**config.mk**
```make
export PLATFORM = sky130hd
export DESIGN_NAME = cla_adder
export DESIGN_NICKNAME = d
export VERILOG_FILES = /design/src/rtl/cla_pkg.sv /design/src/rtl/cla_group.sv /design/src/rtl/cla_lookahead.sv /design/src/rtl/cla_adder.sv
export SDC_FILE = /design/constraint.sdc
export NUM_CORES = 1
export LEC_CHECK = 0
export CORE_UTILIZATION = 45
export DETAILED_ROUTE_END_ITERATION = 16
export GPL_TIMING_DRIVEN = 0
export PLACE_DENSITY = 0.88
export SLEW_MARGIN = 20
export SYNTH_ARGS = -nofsm -noshare
export SYNTH_HDL_FRONTEND = slang
export SYNTH_HIERARCHICAL = 1
export SYNTH_SLANG_ARGS = --single-unit
export TNS_END_PERCENT = 100
```
**constraint.sdc**
```tcl
create_clock -name vclk -period 5.1
set_input_delay 1.53 -clock vclk [all_inputs]
set_output_delay 1.53 -clock vclk [all_outputs]
set_load 0.03 [all_outputs]
```
**src/rtl/cla_pkg.sv**
```systemverilog
package cla_pkg;
  localparam int unsigned MAX_W = 32;

  // carry out of position hi, from g/p[0..hi] and carry-in c, as a flat sum of products
  function automatic logic la_carry(input logic [MAX_W-1:0] p,
                                    input logic [MAX_W-1:0] g,
                                    input logic c,
                                    input int unsigned hi);
    logic term;
    logic acc;
    acc = c;
    for (int unsigned j = 0; j <= hi; j++) acc = acc & p[j];
    for (int unsigned j = 0; j <= hi; j++) begin
      term = g[j];
      for (int unsigned k = j + 1; k <= hi; k++) term = term & p[k];
      acc = acc | term;
    end
    return acc;
  endfunction
endpackage

```
**src/rtl/cla_group.sv**
```systemverilog
module cla_group #(
  parameter int unsigned GRP_W = 4
) (
  input  logic [GRP_W-1:0] a_i,
  input  logic [GRP_W-1:0] b_i,
  input  logic             c_i,
  output logic [GRP_W-1:0] sum_o,
  output logic             p_o,
  output logic             g_o
);
  import cla_pkg::*;

  logic [MAX_W-1:0] bit_g;
  logic [MAX_W-1:0] bit_p;
  logic [GRP_W-1:0] cy;

  always_comb begin
    bit_g = '0;
    bit_p = '0;
    bit_g[GRP_W-1:0] = a_i & b_i;
    bit_p[GRP_W-1:0] = a_i | b_i;
  end

  assign cy[0] = c_i;

  generate
    for (genvar i = 1; i < GRP_W; i++) begin : g_cy
      assign cy[i] = la_carry(bit_p, bit_g, c_i, i - 1);
    end
  endgenerate

  assign sum_o = a_i ^ b_i ^ cy;
  assign p_o   = &bit_p[GRP_W-1:0];
  assign g_o   = la_carry(bit_p, bit_g, 1'b0, GRP_W - 1);
endmodule

```
**src/rtl/cla_lookahead.sv**
```systemverilog
module cla_lookahead #(
  parameter int unsigned NUM_GRP = 4
) (
  input  logic [NUM_GRP-1:0] p_i,
  input  logic [NUM_GRP-1:0] g_i,
  input  logic               c_i,
  output logic [NUM_GRP:0]   c_o
);
  import cla_pkg::*;

  logic [MAX_W-1:0] gp;
  logic [MAX_W-1:0] gg;

  always_comb begin
    gp = '0;
    gg = '0;
    gp[NUM_GRP-1:0] = p_i;
    gg[NUM_GRP-1:0] = g_i;
  end

  assign c_o[0] = c_i;

  generate
    for (genvar k = 1; k <= NUM_GRP; k++) begin : g_c
      assign c_o[k] = la_carry(gp, gg, c_i, k - 1);
    end
  endgenerate
endmodule

```
**src/rtl/cla_adder.sv**
```systemverilog
module cla_adder #(
  parameter int unsigned DATA_W = 16,
  parameter int unsigned GRP_W  = 4
) (
  input  logic [DATA_W-1:0] a_i,
  input  logic [DATA_W-1:0] b_i,
  input  logic              cin_i,
  output logic [DATA_W-1:0] sum_o,
  output logic              cout_o
);
  localparam int unsigned NUM_GRP = DATA_W / GRP_W;

  logic [NUM_GRP-1:0] grp_p;
  logic [NUM_GRP-1:0] grp_g;
  logic [NUM_GRP:0]   grp_c;

  generate
    for (genvar k = 0; k < NUM_GRP; k++) begin : g_grp
      cla_group #(.GRP_W(GRP_W)) u_grp (
        .a_i  (a_i[k*GRP_W +: GRP_W]),
        .b_i  (b_i[k*GRP_W +: GRP_W]),
        .c_i  (grp_c[k]),
        .sum_o(sum_o[k*GRP_W +: GRP_W]),
        .p_o  (grp_p[k]),
        .g_o  (grp_g[k])
      );
    end
  endgenerate

  cla_lookahead #(.NUM_GRP(NUM_GRP)) u_la (
    .p_i(grp_p),
    .g_i(grp_g),
    .c_i(cin_i),
    .c_o(grp_c)
  );

  assign cout_o = grp_c[NUM_GRP];
endmodule

```
==> results of run 1 <==
-- report_power, final --
| part | total [mW] | switching [mW] | internal (mW) |
|---|---|---|---|
| logic | 0.265 | 0.148 | 0.117 |
| registers | 0 | 0 | 0 |
| clock network | 0 | 0 | 0 |
-- cells by family (layout without fill, tap and decap cells) --
logic type,after synthesis,after routing,share of synthesized area (%)
AOI/OAI and AO/OA,33,33,21.84
xor gates and xnor gates,8,8,6.147
adders and majority gates,36,36,42.15
buffers and inverters,51,114,17.12
and+or+nand+nor,28,28,12.73
-- cell type report --
type                       instances  area, sq um
multi-input combinational        105         1140
buffer                             1        7.507
fill                             127        360.3
tap                               28        35.03
timing repair buffer              63        559.3
inverter                          50        195.2
-- layer usage --
metal / GRT usage [%] / wire [um] / share of wire, %
met5: 0 / 0 / 0
met4: 3.070 / 108 / 3.0
met3: 0 / 157 / 4.3
met2: 44.51 / 2059 / 57
met1: 22.43 / 1295 / 36
-- stage by stage --
step                      cell area [sq um]  cells  setup slack [ns]
after floorplan                        1145    156           0.04916
after global routing                   1937    247          -0.06744
final                                  1937    247          0.008462
after CTS                              1758    237          -0.09988
after global placement                 1680    234           -0.9887
after detailed placement               1680    234            -1.024
-- worst max-delay path, stage by stage --
cell      delay, ns
clkbuf_2       0.11
inv_2          0.07
ha_4           0.14
inv_1          0.04
a221o_1        0.34
a21o_1         0.20
a21o_1         0.22
a21o_1         0.23
inv_2          0.06
fa_2           0.43
inv_2          0.07
buf_6          0.12
-- worst paths after layout --
check / startpoint / to / slack, ns / depth (start not counted)
hold / removal: a_i[10] / sum_o[10] / 3.61 / 5
setup / recovery: a_i[3] / sum_o[12] / 0.008 / 12
-- layout by cell type, fill, tap and decap left out, types with 5 or more instances in the layout --
cell	n
clkdlybuf4s50_1	13
clkbuf_2	6
buf_6	5
inv_1	31
inv_2	16
xor2_1	7
nor2_1	12
ha_4	10
dlygate4sd2_1	7
ha_2	5
dlymetal6s2s_1	8
buf_4	17
ha_1	17
-- what timing repair did --
action,CTS,global route
buffers inserted,3,10
setup endpoints to repair,14,13
gates resized for setup,107,66
pin swaps,16,16
==> metrics.txt, run 1 <==
outcome=complete, no violations; Final Util=84.31%; Total Routing Usage GR=20.86%; initial antenna violation count=0; first-pass GRT wire length=4478 um; cts-stage hold buffer count=0; die area=2738 sq um; Pwr Total=265.0 uW; pwr/cell area=136.8 nW/um^2; Post-Syn Area=1140 sq um; Final Hold Viols=0; final wirelength=3620 um; FFs & Latches=0; post-synth top area cell=ha_1; worst path arrival time=3.56 ns; port buffer count=50; Synth top cells by count=inv_1, ha_1, nor2_1, xor2_1; post-synthesis net count=225; Routability Congestion=0.7855; vias in the first global route=1172; Fin Hold WS=3.608 ns; Vias=1301; FF/Latch Area=0 sq um; Syn Area/Cell=7.307 sq um; WL per Instance=14.66 um; # DRC=0; setup_tns=0 ns; min Tclk post-route=5.092 ns; Pleak=1.041 nW; Core Box Area=2297 sq um; post-synthesis sequential area ratio=0%; area grow syn2layout=69.92%; Detailed Place HPWL=2185 um; top-count cell post-synth=inv_1; hold crit path type=primary input to output pin; crit share post-route=99.83%; Ys Warns=6; Rows=17; Routed Antenna Nets=0; Initial Util=49.62%; die height=52.33 um; Mapped Cells=156; # IOs=50; Nets=290; worst-path fanout max=4; post-synth top area share=35.13%; Crit path required time=3.57 ns; Congestion Overflow GR=0; # diodes=0; Die W=52.33 um; vias per cell=5.267; CP Capture Type=output pin; Worst setup SP type=primary input; Worst VDD drop=0.1164 mV; Slew Limit Headroom=75.56%; Least-Margin Pin Slew=0.3574 ns; fmax=196.4 MHz; distinct cell type count after synthesis=23; final slew viol count=0; largest net degree at the start of global routing=6; final number of setup-violating endpoints=0; Max-cap violations=0; critical path class=primary input to output pin; DR iter-0 viols=26; DR pass1 iterations=4; largest cells by area after synthesis=ha_1, inv_1, fa_1, xor2_1, nor2_1; clkbuf count=0; layout cell share with drive strength beyond 1=35.62%
Note: power is estimated with default switching activity, not from simulation.
==> inputs of run 2 (changes only) <==
- ABC_CLOCK_PERIOD_IN_PS: unset -> 5100
- CORE_MARGIN: unset -> 10
==> run 2 against run 1 <==
  * The flow now finishes with violations (setup timing)
  * Die area is 81% higher
  * First-iteration DRC count up 65%
  * Non-clock buffer count grew 5
  * Count of clock-buffer cells in the layout did not move
  * Sequential share of layout area did not move
  * Global-route usage down 8.0 points
  * Critical path depth did not move
  * Utilization fell by 1.4 points
  * Combinational power grew 3%
  * Highest routed layer unchanged
  * Setup slack lost 0.0093 ns
  * Fmax shrank 0.18%
  * Power up 3.6%
==> metrics.txt, run 2 (same netlist as run 1, synthesis figures left out) <==
outcome=finished, violations left (was complete, no violations); failing checks=setup timing; Pleak=1.065 nW (was 1.041 nW); worst path arrival time=3.57 ns (was 3.56 ns); Worst Hold Path EP=sum_o[9] (was sum_o[10]); critical path class=primary input to output pin (unchanged); hold path depth=5 (unchanged); final wirelength=3912 um (was 3620 um); setup ws final=-0.0008578 ns (was 0.008462 ns); crit path cell chain=buf_8 > inv_4 > ha_4 > o21ai_2 > a221o_1 > a21o_1 > a21o_1 > a21o_1 > inv_2 > fa_2 > inv_2 > buf_6 (was clkbuf_2 > inv_2 > ha_4 > inv_1 > a221o_1 > a21o_1 > a21o_1 > a21o_1 > inv_2 > fa_2 > inv_2 > buf_6); first-pass GRT wire length=5664 um (was 4478 um); WL per Instance=15.40 um (was 14.66 um); Slew Limit Headroom=72.54% (was 75.56%); largest net degree at the start of global routing=6 (unchanged); DR pass1 iterations=4 (unchanged); most frequent cells in the layout=inv_1, inv_2, buf_4 (was inv_1, ha_1, buf_4); hold crit path type=primary input to output pin (unchanged); Vias=1329 (was 1301); DR iter-0 viols=43 (was 26); Nets=295 (was 290); # diodes=0 (unchanged); met2 GRT Util=26.25% (was 44.51%); Critical-path top delay cell=fa_2 (unchanged); vias in the first global route=1373 (was 1172); # DRC=0 (unchanged); die height=70.33 um (was 52.33 um); met1 Use GR=12.46% (was 22.43%); min Tclk post-route=5.101 ns (was 5.092 ns); FFs & Latches=0 (unchanged); layout cell share with drive strength beyond 1=39.73% (was 35.62%); Core Box Area=2455 sq um (was 2297 sq um); Worst setup SP type=primary input (unchanged); Crit path required time=3.57 ns (about the same); final instance area=2036 sq um (was 1937 sq um); Die W=70.33 um (was 52.33 um); die area=4946 sq um (was 2738 sq um); vias per cell=5.232 (was 5.267); fill count=138 (was 127); Initial Util=46.43% (was 49.62%); Worst VDD drop=0.1386 mV (was 0.1164 mV); Congestion Overflow GR=0 (unchanged); # IOs=50 (unchanged); initial antenna violation count=0 (unchanged); clkbuf count=0 (unchanged); worst-path fanout max=4 (unchanged); Setup crit start=a_i[1] (was a_i[3]); Total Routing Usage GR=12.85% (was 20.86%); pre-CTS WS=-1.044 ns (was -1.024 ns); busiest layer in global routing=met2 (unchanged); Final Util=82.93% (was 84.31%); Rows=18 (was 17); CP max stage delay=0.43 ns (about the same); Routed Antenna Nets=0 (unchanged); Routability Congestion=0.8339 (was 0.7855); CP Capture Type=output pin (unchanged); FF/Latch Area=0 sq um (unchanged); DP Area=1683 sq um (was 1680 sq um); pwr/cell area=134.8 nW/um^2 (was 136.8 nW/um^2); most common cell after layout, fill and taps aside=inv_1 (unchanged); Final Hold Viols=0 (unchanged); M3 GR Usage=2.542% (was 0%); area grow syn2layout=78.59% (was 69.92%); Pwr Total=274.4 uW (was 265.0 uW); final slew viol count=0 (unchanged); port buffer count=50 (unchanged); CP delay by family, top=compound AO/OA/AOI/OAI gates (unchanged); cts-stage hold buffer count=0 (unchanged); Most Frequent Cell on Critical Path=a21o_1; Worst Path Buf+Inv=5 (was 6); Least-Margin Pin Slew=0.4015 ns (was 0.3574 ns); Max-cap violations=0 (unchanged); fmax=196.0 MHz (was 196.4 MHz); final number of setup-violating endpoints=1 (was 0); Detailed Place HPWL=2769 um (was 2185 um); hold path start=b_i[9] (was a_i[10]); unrepaired setup endpoints after global routing=true; crit share post-route=100.0% (was 99.83%)
run 2: what timing repair did:
item | CTS | global route
gates cloned | 0 | 0
pin swaps | 13 | 21
setup buffers | 7 | 11
endpoints found under the setup margin | 14 | 10
gates resized for setup | 122 | 69
run 2: area by class of cell:
cell class         instances  area (sq um)  area share (%)
plain buffers              1         7.507          0.3688
inverters                 50         197.7           9.711
multi-input cells        105          1169           57.41
well taps                 30         37.54           1.844
repair buffers            68         624.3           30.67
run 2: power breakdown:
group          internal [mW]  switching, mW
Sequential                 0              0
Clock                      0              0
Combinational          0.125          0.150
Total                  0.125          0.150
run 2: metal layers:
metal	up-vias	wire, um
li1	646	-
met1	625	1468
met2	48	2137
met3	10	201
met4	0	104
met5	-	0
run 2: worst max path at each step:
stage / to / slack, ns / cells past startpoint
2_1_floorplan: sum_o[13] / 0.05 / 9
5_1_grt: sum_o[15] / -0.1 / 12
3_3_place_gp: sum_o[12] / -1.01 / 12
4_1_cts: sum_o[12] / -0.08 / 12
6_report: sum_o[12] / -0.0009 / 12
3_5_place_dp: sum_o[12] / -1.04 / 12
run 2: metrics by stage:
stage                 TNS (ns)  hold WS [ns]  cells
floorplan                    0         3.383    156
global placement        -8.877         4.308    236
detailed placement      -9.436         4.327    236
CTS                   -0.08249         3.722    243
global route           -0.2585         3.656    254
finish              -0.0008578         3.621    254
